<file path="src/rtl/spi_mon_pkg.sv">
package spi_mon_pkg;

    localparam int FLAG_W  = 6;
    localparam int F_UNK   = 0;
    localparam int F_HDR   = 1;
    localparam int F_LEN   = 2;
    localparam int F_DUMMY = 3;
    localparam int F_BANK  = 4;
    localparam int F_PART  = 5;

    typedef enum logic [2:0] {
        OP_RD_CTRL = 3'b000,
        OP_RD_BUF  = 3'b001,
        OP_WR_CTRL = 3'b010,
        OP_WR_BUF  = 3'b011,
        OP_SET     = 3'b100,
        OP_CLR     = 3'b101,
        OP_RSV     = 3'b110,
        OP_RESET   = 3'b111
    } op_e;

    localparam logic [7:0] RD_BUF_HDR    = 8'h3A;
    localparam logic [7:0] WR_BUF_HDR    = 8'h7A;
    localparam logic [4:0] BANK_SEL_ADDR = 5'h1F;

endpackage

</file>
<file path="src/rtl/spi_mon_shifter.sv">
module spi_mon_shifter #(
    parameter int CNT_W = 8
) (
    input  logic             clk,
    input  logic             rst_n,
    input  logic             cs_n,
    input  logic             sck,
    input  logic             mosi,
    input  logic             miso,
    output logic             frame_end,
    output logic             partial,
    output logic [7:0]       hdr,
    output logic [7:0]       mosi1,
    output logic [7:0]       miso_last,
    output logic [CNT_W-1:0] count
);
    localparam logic [CNT_W-1:0] CNT_MAX = '1;

    typedef struct packed {
        logic             cs;
        logic             sck;
        logic [2:0]       bits;
        logic [7:0]       sh_m;
        logic [7:0]       sh_s;
        logic [7:0]       hdr;
        logic [7:0]       mosi1;
        logic [7:0]       miso_last;
        logic [CNT_W-1:0] cnt;
    } shift_st_t;

    shift_st_t st_d, st_q;
    logic [7:0] m_nx, s_nx;
    logic       cs_fall, sck_rise;

    always_comb begin
        st_d     = st_q;
        st_d.cs  = cs_n;
        st_d.sck = sck;
        cs_fall  = !cs_n && st_q.cs;
        sck_rise = sck && !st_q.sck;
        m_nx     = {st_q.sh_m[6:0], mosi};
        s_nx     = {st_q.sh_s[6:0], miso};
        if (cs_fall) begin
            st_d.bits  = '0;
            st_d.cnt   = '0;
            st_d.mosi1 = '0;
        end else if (!cs_n && sck_rise) begin
            st_d.sh_m = m_nx;
            st_d.sh_s = s_nx;
            st_d.bits = st_q.bits + 3'd1;
            if (st_q.bits == 3'd7) begin
                if (st_q.cnt == '0)
                    st_d.hdr = m_nx;
                if (st_q.cnt == CNT_W'(1))
                    st_d.mosi1 = m_nx;
                st_d.miso_last = s_nx;
                if (st_q.cnt != CNT_MAX)
                    st_d.cnt = st_q.cnt + CNT_W'(1);
            end
        end
    end

    always_ff @(posedge clk) begin
        if (!rst_n) begin
            st_q    <= '0;
            st_q.cs <= 1'b1;
        end else begin
            st_q <= st_d;
        end
    end

    assign frame_end = cs_n && !st_q.cs && (st_q.cnt != '0);
    assign partial   = (st_q.bits != 3'd0);
    assign hdr       = st_q.hdr;
    assign mosi1     = st_q.mosi1;
    assign miso_last = st_q.miso_last;
    assign count     = st_q.cnt;

    // the byte count cannot move while the device is deselected
    a_r1_count_frozen: assert property (@(posedge clk) disable iff (!rst_n)
        (st_q.cs && cs_n) |=> $stable(st_q.cnt));

    // a new selection starts with no leftover bits
    a_r10_bits_cleared: assert property (@(posedge clk) disable iff (!rst_n)
        (st_q.cs && !cs_n) |=> !partial);

endmodule

</file>
<file path="src/rtl/spi_mon_bank.sv">
module spi_mon_bank
    import spi_mon_pkg::*;
(
    input  logic       clk,
    input  logic       rst_n,
    input  logic       upd,
    input  logic [2:0] op,
    input  logic [4:0] addr,
    input  logic [1:0] mask,
    output logic [1:0] bank,
    output logic [1:0] known
);
    typedef struct packed {
        logic [1:0] bank;
        logic [1:0] known;
    } bank_st_t;

    bank_st_t st_d, st_q;

    always_comb begin
        st_d = st_q;
        if (upd && addr == BANK_SEL_ADDR) begin
            case (op)
                OP_WR_CTRL: begin
                    st_d.bank  = mask;
                    st_d.known = 2'b11;
                end
                OP_SET: begin
                    st_d.bank  = st_q.bank | mask;
                    st_d.known = st_q.known | mask;
                end
                OP_CLR: begin
                    st_d.bank  = st_q.bank & ~mask;
                    st_d.known = st_q.known | mask;
                end
                default: ;
            endcase
        end
    end

    always_ff @(posedge clk) begin
        if (!rst_n) st_q <= '0;
        else        st_q <= st_d;
    end

    assign bank  = st_q.bank;
    assign known = st_q.known;

    // once a bank bit is observed it stays observed
    a_r7_known_sticky: assert property (@(posedge clk) disable iff (!rst_n)
        !$fell(st_q.known[0]) && !$fell(st_q.known[1]));

    // the bank only moves on a completed, well-formed frame
    a_r6_bank_needs_update: assert property (@(posedge clk) disable iff (!rst_n)
        !upd |=> $stable(st_q.bank));

endmodule

</file>
<file path="src/rtl/spi_mon_classify.sv">
module spi_mon_classify
    import spi_mon_pkg::*;
#(
    parameter int          CNT_W   = 8,
    parameter logic [127:0] MAC_MAP = {32'h0000_047F, 32'h03FC_07FF, 32'h0, 32'h0}
) (
    input  logic [7:0]        hdr,
    input  logic [7:0]        mosi1,
    input  logic [7:0]        miso_last,
    input  logic [CNT_W-1:0]  count,
    input  logic [1:0]        bank,
    input  logic [1:0]        known,
    input  logic              partial,
    output logic [2:0]        op,
    output logic [4:0]        addr,
    output logic [7:0]        data,
    output logic              len_ok,
    output logic [FLAG_W-1:0] flags
);
    localparam logic [CNT_W-1:0] ONE   = CNT_W'(1);
    localparam logic [CNT_W-1:0] TWO   = CNT_W'(2);
    localparam logic [CNT_W-1:0] THREE = CNT_W'(3);

    logic len_bad, bank_full, is_mac, reg_acc;

    always_comb begin
        op        = hdr[7:5];
        addr      = hdr[4:0];
        bank_full = &known;
        is_mac    = MAC_MAP[{bank, addr}];
        case (op)
            OP_RD_CTRL:               len_bad = (count != TWO) && (count != THREE);
            OP_WR_CTRL, OP_SET, OP_CLR: len_bad = (count != TWO);
            OP_RESET:                 len_bad = (count != ONE);
            default:                  len_bad = 1'b0;
        endcase
        len_ok  = !len_bad;
        reg_acc = !len_bad && (op == OP_RD_CTRL || op == OP_WR_CTRL ||
                               op == OP_SET || op == OP_CLR);

        flags          = '0;
        flags[F_UNK]   = (op == OP_RSV);
        flags[F_HDR]   = (op == OP_RD_BUF && hdr != RD_BUF_HDR) ||
                         (op == OP_WR_BUF && hdr != WR_BUF_HDR);
        flags[F_LEN]   = len_bad;
        flags[F_DUMMY] = (op == OP_RD_CTRL) && !len_bad && bank_full &&
                         (is_mac ? (count != THREE) : (count != TWO));
        flags[F_BANK]  = reg_acc && !bank_full;
        flags[F_PART]  = partial;

        data = (op == OP_RD_CTRL) ? miso_last : mosi1;
    end

endmodule

</file>
<file path="src/rtl/spi_frame_monitor.sv">
module spi_frame_monitor
    import spi_mon_pkg::*;
#(
    parameter int           CNT_W   = 8,
    parameter logic [127:0] MAC_MAP = {32'h0000_047F, 32'h03FC_07FF, 32'h0, 32'h0}
) (
    input  logic              clk,
    input  logic              rst_n,
    input  logic              spi_cs_n,
    input  logic              spi_sck,
    input  logic              spi_mosi,
    input  logic              spi_miso,
    output logic              rpt_valid,
    output logic [2:0]        rpt_opcode,
    output logic [4:0]        rpt_addr,
    output logic [1:0]        rpt_bank,
    output logic              rpt_bank_known,
    output logic [CNT_W-1:0]  rpt_count,
    output logic [7:0]        rpt_data,
    output logic [FLAG_W-1:0] rpt_flags
);
    logic              frame_end, partial, len_ok;
    logic [7:0]        hdr, mosi1, miso_last, cls_data;
    logic [CNT_W-1:0]  count;
    logic [1:0]        bank, known;
    logic [2:0]        cls_op;
    logic [4:0]        cls_addr;
    logic [FLAG_W-1:0] cls_flags;

    spi_mon_shifter #(.CNT_W(CNT_W)) u_shift (
        .clk(clk), .rst_n(rst_n), .cs_n(spi_cs_n), .sck(spi_sck),
        .mosi(spi_mosi), .miso(spi_miso), .frame_end(frame_end),
        .partial(partial), .hdr(hdr), .mosi1(mosi1),
        .miso_last(miso_last), .count(count)
    );

    spi_mon_classify #(.CNT_W(CNT_W), .MAC_MAP(MAC_MAP)) u_cls (
        .hdr(hdr), .mosi1(mosi1), .miso_last(miso_last), .count(count),
        .bank(bank), .known(known), .partial(partial), .op(cls_op),
        .addr(cls_addr), .data(cls_data), .len_ok(len_ok), .flags(cls_flags)
    );

    spi_mon_bank u_bank (
        .clk(clk), .rst_n(rst_n), .upd(frame_end && len_ok), .op(cls_op),
        .addr(cls_addr), .mask(mosi1[1:0]), .bank(bank), .known(known)
    );

    typedef struct packed {
        logic              valid;
        logic [2:0]        op;
        logic [4:0]        addr;
        logic [1:0]        bank;
        logic              known;
        logic [CNT_W-1:0]  cnt;
        logic [7:0]        data;
        logic [FLAG_W-1:0] flags;
    } rpt_st_t;

    rpt_st_t rpt_d, rpt_q;

    always_comb begin
        rpt_d       = rpt_q;
        rpt_d.valid = frame_end;
        if (frame_end) begin
            rpt_d.op    = cls_op;
            rpt_d.addr  = cls_addr;
            rpt_d.bank  = bank;
            rpt_d.known = &known;
            rpt_d.cnt   = count;
            rpt_d.data  = cls_data;
            rpt_d.flags = cls_flags;
        end
    end

    always_ff @(posedge clk) begin
        if (!rst_n) rpt_q <= '0;
        else        rpt_q <= rpt_d;
    end

    assign rpt_valid      = rpt_q.valid;
    assign rpt_opcode     = rpt_q.op;
    assign rpt_addr       = rpt_q.addr;
    assign rpt_bank       = rpt_q.bank;
    assign rpt_bank_known = rpt_q.known;
    assign rpt_count      = rpt_q.cnt;
    assign rpt_data       = rpt_q.data;
    assign rpt_flags      = rpt_q.flags;

    // a report strobe lasts one cycle
    a_r1_single_pulse: assert property (@(posedge clk) disable iff (!rst_n)
        rpt_valid |=> !rpt_valid);

    // the unknown command flag stands alone among bits 4:0
    a_r2_unknown_alone: assert property (@(posedge clk) disable iff (!rst_n)
        (rpt_valid && rpt_opcode == 3'b110) |-> (rpt_flags[4:0] == 5'b00001));

    // header errors only come from buffer commands
    a_r3_header_buffer_only: assert property (@(posedge clk) disable iff (!rst_n)
        (rpt_valid && rpt_flags[F_HDR]) |-> (rpt_opcode == 3'b001 || rpt_opcode == 3'b011));

    // dummy-byte mismatch needs a known bank and a control read
    a_r5_dummy_needs_bank: assert property (@(posedge clk) disable iff (!rst_n)
        (rpt_valid && rpt_flags[F_DUMMY]) |-> (rpt_bank_known && rpt_opcode == 3'b000));

    // bank-unknown flag never accompanies a known bank
    a_r8_bank_flag_consistent: assert property (@(posedge clk) disable iff (!rst_n)
        (rpt_valid && rpt_flags[F_BANK]) |-> !rpt_bank_known);

endmodule

</file>
<file path="config.mk">
export PLATFORM = sky130hd
export DESIGN_NAME = spi_frame_monitor
export DESIGN_NICKNAME = d
export VERILOG_FILES = /design/src/rtl/spi_mon_pkg.sv /design/src/rtl/spi_mon_shifter.sv /design/src/rtl/spi_mon_bank.sv /design/src/rtl/spi_mon_classify.sv /design/src/rtl/spi_frame_monitor.sv
export SDC_FILE = /design/constraint.sdc
export NUM_CORES = 1
export LEC_CHECK = 0
export ABC_AREA = 0
export BUFFER_PORTS_ARGS = -buffer_cell sky130_fd_sc_hd__clkbuf_2
export CAP_MARGIN = 40
export CORE_MARGIN = 1
export CORE_UTILIZATION = 55
export CTS_CLUSTER_DIAMETER = 150
export CTS_CLUSTER_SIZE = 14
export DETAILED_ROUTE_END_ITERATION = 8
export GPL_ROUTABILITY_DRIVEN = 0
export HOLD_SLACK_MARGIN = 0.08
export PLACE_DENSITY = 0.75
export SYNTH_ARGS = -nofsm -noshare
export SYNTH_HDL_FRONTEND = slang
export SYNTH_SLANG_ARGS = --single-unit
export TNS_END_PERCENT = 30
</file>
<file path="constraint.sdc">
create_clock -name clk -period 3.1 [get_ports clk]
set_clock_uncertainty 0.2 [all_clocks]
set_input_delay 0.62 -clock clk [delete_from_list [all_inputs] [get_ports clk]]
set_output_delay 0.62 -clock clk [all_outputs]
set_load 0.03 [all_outputs]
</file>
After elaboration in Yosys (flattened, before gate mapping):

Memory sizes are Yosys's and may differ from the RTL's.
Cells that the tools add are included.

* $add $sub $neg: 2
* equality and inequality tests: 16
* $lt $le $gt $ge: 1
* shifts and indexed selects: 0
* divide/modulo/power cells: 0
* reductions and logical operators: 38
* multipliers: 0
* bitwise operators: 6
* muxes and demuxes: 5

Operators by type and width (number)
* $ne 8x2->1 const B: 2
* $eq 3x3->1 const B: 5
* $logic_and 1x1->1: 15
* $pmux 4 s3: 1
* $reduce_and 3->1: 3
* $add 8x1->8 const B: 1
* $eq 8x1->1 const B: 1
* $logic_not 8->1: 1
* $lt 7x8->1 const B: 1
* $mux 8: 1
* $ne 8x1->1 const B: 1
* $ne 8x6->1 const B: 1
* $ne 8x7->1 const B: 1
* $ne 8x8->1 const B: 1
* $reduce_bool 8->1: 1
* $eq 3x2->1 const B: 2
* $reduce_and 2->1: 3
* $reduce_bool 3->1: 2
* $eq 5x5->1 const B: 1
* $logic_not 1->1: 5
* $logic_or 1x1->1: 4
* $or 2x2->2: 2
* $reduce_and 4->1: 1
* $add 3x1->3 const B: 1
* 9 further kinds: 11

* output and inout port bits: 34
* bits in latches: 0
* logic and storage cells: 88
* input bits: 6
* memories kept: 1
* bits in read-only memories: 128
* RAM bits: 0
* flip-flop bits (word level): 89

Memories
* (no name shown): words 128, bits a word 1, rd ports 1, clocked after Yosys merged registers in 0, write ports 0, RTL line spi_mon_classify.sv:30 `is_mac = MAC_MAP[{bank, addr}];`

Depth between registers and ports, before layout:

Gate-level depths: netlist (run 1).

* depth in word-level cells: 7
* depth in mapped cells: 7
* gate-level depth less buffers: 7

By module:

From an unflattened synthesis (run 1), not the netlist that was laid out.

* cells, all modules: 447
* area, all modules: 4261.6 µm²

By module, submodules not included
* spi_mon_shifter: seq. area each 1021.0 µm², cells an instance 269, times used 1, area each 2353.5 µm²
* spi_frame_monitor: seq. area each 680.7 µm², cells an instance 109, times used 1, area each 1318.8 µm²
* spi_mon_classify: seq. area each 0.0 µm², cells an instance 48, times used 1, area each 372.9 µm²
* spi_mon_bank: seq. area each 80.1 µm², cells an instance 21, times used 1, area each 216.5 µm²

Worst setup path after synthesis (run 1):

OpenSTA, ideal clock, no wires.

* kind: reg-to-reg
* start point: register u_shift.st_q (netlist bit u_shift.count[0])
* end point: register u_bank.st_q (netlist bit u_bank.bank[1])
* slack: 0.773 ns
* required time: 2.825 ns
* buffers on the path: 0
* library setup time: 0.075 ns
* period minus slack after synthesis: 2.327 ns
* data arrival time: 2.052 ns
* stages on the path, launching flop included: 7
* path through: dfxtp_1 -> inv_1 -> ha_1 -> a311o_1 -> or3_1 -> or4b_1 -> o22ai_1

* word-level cells in the longest chain between the ends: 7
* elaborated cells on any way between the ends: 11
* those cells by class: eq/ne: 3; mux: 1; reduce/logical: 7

RTL lines
* from (decl): RTL line spi_mon_shifter.sv:31 `shift_st_t st_d, st_q;`
* from (signal assigned): RTL line spi_mon_shifter.sv:68 `st_q <= st_d;`
* $ne 8x2->1, on equally long branches: RTL line spi_mon_classify.sv:32, spi_mon_classify.sv:33
* $logic_and 1x1->1: RTL line spi_mon_classify.sv:32 `OP_RD_CTRL: len_bad = (count != TWO) && (count != THREE);`
* $pmux 1 s3: RTL line spi_mon_classify.sv:31 `case (op)`
* $logic_not 1->1: RTL line spi_mon_classify.sv:37 `len_ok = !len_bad;`
* $logic_and 1x1->1 (*): RTL line spi_frame_monitor.sv:44 `.clk(clk), .rst_n(rst_n), .upd(frame_end && len_ok), .op(cls_op),`
* $logic_and 1x1->1 (*): RTL line spi_mon_bank.sv:22 `if (upd && addr == BANK_SEL_ADDR) begin`
* $reduce_and 2->1 (no source line) (*)
* to (signal assigned): RTL line spi_mon_bank.sv:43 `else st_q <= st_d;`
* to (decl): RTL line spi_mon_bank.sv:18 `bank_st_t st_d, st_q;`

Every way passes the cells marked *; elsewhere a longest branch is shown, timed or not.
A chain may end at the register's enable or synchronous reset.

Worst setup path after layout (run 1):

* start point: register u_shift.st_q (netlist bit u_shift.count[3])
* end point: register u_bank.st_q (netlist bit u_bank.bank[1])

The elaborated chain is that of the path after synthesis.

==> results of run 1 <==
[flip-flops by register name, summed over array words and instances (netlist names), 6 cells and up]
name               cells
rpt_count              8
rpt_data               8
rpt_flags              6
u_shift.count          8
u_shift.hdr            8
u_shift.m_nx           7
u_shift.miso_last      8
u_shift.mosi1          8
u_shift.s_nx           7
[power breakdown]
| part | switching [W] | total, W | leakage, nW | internal, W |
|---|---|---|---|---|
| clock | 0.000393 | 0.000892 | 0.111 | 0.000500 |
| combinational | 0.0000264 | 0.0000439 | 0.960 | 0.0000175 |
| sequential | 0.00000246 | 0.00115 | 0.717 | 0.00114 |
| total | 0.000421 | 0.00208 | 1.79 | 0.00166 |
[how the worst min path moves through the flow]
stage	slack, ns	from	endpoint
after detailed placement	0.26	u_shift.miso_last[7]	u_shift.miso_last[7]
after global placement	0.25	u_shift.miso_last[5]	u_shift.miso_last[5]
after CTS	0.27	u_shift.miso_last[7]	u_shift.miso_last[7]
after global routing	0.28	spi_sck	u_shift.st_q[51]
after floorplan	0.24	u_shift.miso_last[0]	u_shift.miso_last[0]
final	0.26	rpt_addr[2]	rpt_addr[2]
[placed cells by master, fill, tap and decap left out, types with 8 or more instances in the layout]
master and instances:
buf_4 9, clkbuf_8 11, nand2_1 97, dfxtp_1 89
nand3_1 15, clkbuf_2 39, mux2i_1 28, nor2_1 20
o211a_1 9, nor2b_1 13, a21oi_1 8, a21boi_0 43
[synth_stat cells, drive strengths merged]
cell type / instances
and3: 2
clkbuf: 22
o21ai: 4
o22ai: 2
o21a: 4
a2bb2oi: 1
a21boi: 43
nor4: 1
nand2: 97
and4: 1
or3: 2
nor3: 2
o31ai: 1
a31oi: 3
mux2i: 28
nand4: 4
and2: 4
nand2b: 2
a21oi: 8
o211ai: 2
xor2: 3
inv: 7
xnor2: 4
nor2b: 13
a311o: 1
nor3b: 5
a311oi: 1
nor4bb: 1
o311ai: 1
nor2: 21
dfxtp: 89
or4b: 1
ha: 7
buf: 1
nand3b: 1
o211a: 9
a2111oi: 1
nand3: 15
[cell type report]
type,count,area (µm²),share of cell area (%)
Clock buffer,14,163,3.85
Multi-Input combinational cell,295,1840,43.5
Inverter,7,26.3,0.621
Clock inverter,2,60.1,1.42
Tap cell,77,96.3,2.28
Timing Repair Buffer,48,263,6.21
Sequential cell,89,1780,42.1
[stage by stage]
stage	setup slack (ns)	hold slack (ns)	cell area (µm²)	util (%)	instances
3_3_place_gp	0.617	0.249	4010	62.4	516
4_1_cts	0.577	0.267	4230	65.8	532
6_report	0.600	0.263	4230	65.8	532
5_1_grt	0.373	0.279	4230	65.8	532
2_1_floorplan	0.773	0.243	3720	-	414
3_5_place_dp	0.572	0.256	4010	62.4	516
[kinds of logic after synthesis]
kind of cell             Yosys count  synth area share (%)
flip-flops                        89                  47.9
buffers and inverters             30                  3.03
AND/OR/NAND/NOR                  172                  21.3
multiplexers                      28                  7.54
XOR/XNOR                           7                  1.65
adder cells (fa/ha/maj)            7                  2.36
AO/OA/AOI/OAI                     81                  16.2
[worst register-to-register path, stage by stage (launching register included)]
cell	delay (ns)
dfxtp_1	0.39
nor4_2	0.58
o211ai_1	0.20
a21oi_1	0.37
or4b_1	0.50
o22ai_1	0.18
[routing by layer]
metal  GRT usage [%]  up-vias  routed length, µm
li1                -     1484                  -
met1            28.6     1341               3540
met2            37.3       45               3470
met3            3.64       11                221
met4            9.87        0                131
met5               0        -                  0
==> flow_summary.yaml, run 1 <==
timing:
  rsz0062_at_grt: "false"
  setup_viol: 0
  max_freq_mhz: 400
  drv_slew: 0
  max_slew.worst_pin.slew_ns: 0.759
  min_period_ns: 2.50
  setup_tns_ns: 0
  max-slew-margin-rel_pct: 48.1
  fin_crit_sh_pct: 80.7
  hold_viol_final: 0
floorplanning:
  io_pins: 40
  die_x_um: 84.2
  die_area_um2: 7090
  initial_core_util_pct: 57.9
  core_um2: 6420
  chipHeight_um: 84.2
  rows: 29
setup_path:
  crit_path_end_kind: "register"
  crit_family: "simple AND/OR/NAND/NOR gates"
  cp_cell_sequence: "nor4_2 -> o211ai_1 -> a21oi_1 -> or4b_1 -> o22ai_1"
  crit_slowest_cell: "nor4_2"
  cp_data_arrival_time_ns: 2.59
  cp-endpoint: "u_bank.bank[1]"
  worst-setup-path-type: "reg -> reg"
  cpPeakStageDelay_ns: 0.58
  startpoint: "u_shift.count[3]"
  crit_required_ns: 3.19
  crit_fanout: 7
  r2r_start: "u_shift.count[3]"
  crit_buf_inv: 0
  reg2reg_to: "u_bank.bank[1]"
  path_depth: 5
  reg2reg_setup_slack_ns: 0.60
  start_kind: "register"
  r2r_cells: 5
final_layout:
  syn2layout_area_growth_pct: 13.8
  nNetsFinal: 463
  drive_gt1_share_pct: 14.3
  num-fill-cells: 538
  antenna_cells: 0
drt:
  drt_iter0_drc: 182
  drt_pass1_iterations: 6
  drt-vias-per-instance: 5.42
  drc: 12
  post_drt_wl_per_cell_um: 13.9
  drt-total-wl_mm: 7.37
  vias: 2881
  ant_nets: 0
logic_synthesis:
  synth.area.top_cells: "dfxtp_1 48%, nand2_1 9.8%, a21boi_0 8.7%"
  synthCells: 414
  synth_warnings: 0
  synth_top_area_cell: "dfxtp_1"
  syn_nets: 427
  synth_top_area_share_pct: 47.9
  seq_area_frac_synth_pct: 47.9
  avgSynthCellArea_um2: 8.98
  syn_area_um2: 3720
  ys_seq_elements: 89
  synth_cell_types: 41
status:
  outcome: "complete, but fails checks"
  violations: "DRC"
min_path:
  hold_path_class: "reg -> reg"
  min_path_cells: 2
clock_network:
  cts.sinks: 89
  clk_latency_ns: 0.36
  cts_hold_buf: 0
  htreeDepth: 3
  clk_path_buf_depth: 2
  cts_root_buf: "clkbuf_8"
  cts_resized: 0
  clk_pin_slew_ns: 0.08
  post_cts_buffers: 0
  cts_tree: "built"
  cts_made_buffers: 9
placed_design:
  dp_hpwl_mm: 5.14
  io_buffers: 39
global_routing:
  grt_usage_pct: 22.3
  grt_overflow_total: 0
  first_global_vias: 2714
  antenna_found_initial: 0
  grt_first_pass_wirelength_mm: 12.6
  grt_max_degree: 30
power_and_ir_drop:
  fin_total_pwr_w: 0.00208
  ir_drop_uv: 414
  power_density_nw_per_um2: 493
  leakagePower_nw: 1.79
job:
  drv_cap: 0
No activity file was read; power rests on OpenSTA's default activity.
==> inputs of run 2 (changes only) <==
- clock period: 3.1 -> 2.4 ns (I/O delays scaled with it)
==> run 2 against run 1 <==
Net effect:
- combinational power grew 38%
- fmax is 8.8% higher
- sequential power is 29% higher
- critical endpoint unchanged
- the flow still finishes with violations (DRC)
- via count grew 1.9%
- first-iteration DRC count is 22% lower
==> flow_summary.yaml, run 2 (same netlist as run 1, synthesis figures left out) <==
clock_network:
  cts.sinks: 89
  cts_tree: "built"
  clk_pin_slew_ns: 0.08
  cts_made_buffers: 9
  post_cts_buffers: 0
  clk_path_buf_depth: 2
  clk_latency_ns: 0.35
  htreeDepth: 3
  cts_root_buf: "clkbuf_8"
drt:
  drt-total-wl_mm: 7.55
  vias: 2937
  drt_iter0_drc: 142
  drc: 12
  drt-vias-per-instance: 5.36
  ant_nets: 0
  drt_pass1_iterations: 6
  post_drt_wl_per_cell_um: 13.8
placed_design:
  dp_hpwl_mm: 5.36
  io_buffers: 39
setup_path:
  reg2reg_setup_slack_ns: 0.10
  worst-setup-path-type: "reg -> reg"
  cpPeakStageDelay_ns: 0.50
  reg2reg_to: "u_bank.bank[1]"
  crit_family: "simple AND/OR/NAND/NOR gates"
  r2r_cells: 6
  start_kind: "register"
  cp_data_arrival_time_ns: 2.38
  crit_slowest_cell: "or4b_1"
  crit_buf_inv: 1
  cp_cell_sequence: "inv_1 -> ha_1 -> a311o_1 -> or3_1 -> or4b_1 -> o22ai_1"
  crit_required_ns: 2.48
  crit_fanout: 3
  r2r_start: "u_shift.count[0]"
  crit_path_end_kind: "register"
global_routing:
  grt_usage_pct: 22.6
  antenna_found_initial: 0
  grt_overflow_total: 0
  grt_max_degree: 37
  grt_first_pass_wirelength_mm: 12.7
  first_global_vias: 2762
timing:
  fin_crit_sh_pct: 95.7
  whs_ns: 0.149
  max-slew-margin-rel_pct: 57.5
  min_period_ns: 2.30
  hold_viol_final: 0
  rsz0062_at_grt: "false"
  max_freq_mhz: 435
  setup_tns_ns: 0
  drv_slew: 0
  max_slew.worst_pin.slew_ns: 0.633
  setup_viol: 0
power_and_ir_drop:
  power_density_nw_per_um2: 598
  ir_drop_uv: 426
  leakagePower_nw: 1.87
floorplanning:
  initial_core_util_pct: 57.9
  die_x_um: 84.2
  core_um2: 6420
  die_area_um2: 7090
  rows: 29
  io_pins: 40
  chipHeight_um: 84.2
job:
  drv_cap: 0
final_layout:
  syn2layout_area_growth_pct: 16.8
  layout_commonest_cell: "nand2_1"
  antenna_cells: 0
  mostFrequentLayoutCells: "97 x nand2_1, 89 x dfxtp_1, 43 x a21boi_0"
  fin_util_pct: 67.6
  num-fill-cells: 530
  nNetsFinal: 479
  multiInputGateArea_um2: 1850
  regArea_um2: 1780
  drive_gt1_share_pct: 17.6
min_path:
  hp-start: "spi_sck"
  min_path_cells: 2
  min_to: "u_shift.st_q[51]"
  hold_path_class: "in -> reg"
status:
  outcome: "complete, but fails checks"
  violations: "DRC"
run 2: worst max-delay path by stage:
stage | start | to | slack, ns | cells past startpoint
finish | u_shift.count[0] | u_bank.bank[1] | 0.10 | 6
global route | u_shift.count[1] | u_bank.bank[1] | 0.02 | 6
CTS | u_shift.count[0] | u_bank.bank[1] | 0.1 | 6
detailed placement | spi_cs_n | u_bank.bank[1] | 0.09 | 6
global placement | spi_cs_n | u_bank.bank[1] | 0.10 | 6
floorplan | u_shift.count[0] | u_bank.bank[1] | 0.07 | 6
run 2: area by class of cell:
cell class / count / share of cell area, %
multi-input cells: 295 / 42.6
repair buffers: 64 / 8.82
inverters: 7 / 0.605
clock buffers: 12 / 3.57
well taps: 77 / 2.22
clock inverters: 4 / 1.18
flip-flops and latches: 89 / 41.0
run 2: report_power, final:
part	switching [W]	internal, W
Sequential	0.00000319	0.00148
Combinational	0.0000356	0.0000251
Clock	0.000513	0.000539
run 2: stage by stage:
stage / std cells / cell area, µm² / power, W / setup slack, ns
6_report: 548 / 4340 / 0.00259 / 0.102
3_5_place_dp: 532 / 4130 / 0.00158 / 0.0942
3_3_place_gp: 532 / 4130 / 0.00158 / 0.105
4_1_cts: 548 / 4330 / 0.00261 / 0.0982
2_1_floorplan: 414 / 3720 / 0.00156 / 0.0734
5_1_grt: 548 / 4340 / 0.00268 / 0.0236
run 2: metal layers:
metal,wire (µm),global-route usage [%],vias to the layer above
met5,0,0,-
met3,216,3.74,12
met4,170,11.1,0
met1,3540,29.0,1358
met2,3630,37.2,50
li1,-,-,1517
run 2: repair_timing:
item	4_1_cts	5_1_grt
gates resized for setup	0	1
endpoints found under the setup margin	0	3
hold buffers	0	0
run 2: worst reg2reg max path, cell delays in order, from the launching register on:
cell and delay, ns:
dfxtp_1 0.34, inv_1 0.06, ha_1 0.25, a311o_1 0.30
or3_1 0.41, or4b_1 0.50, o22ai_1 0.17
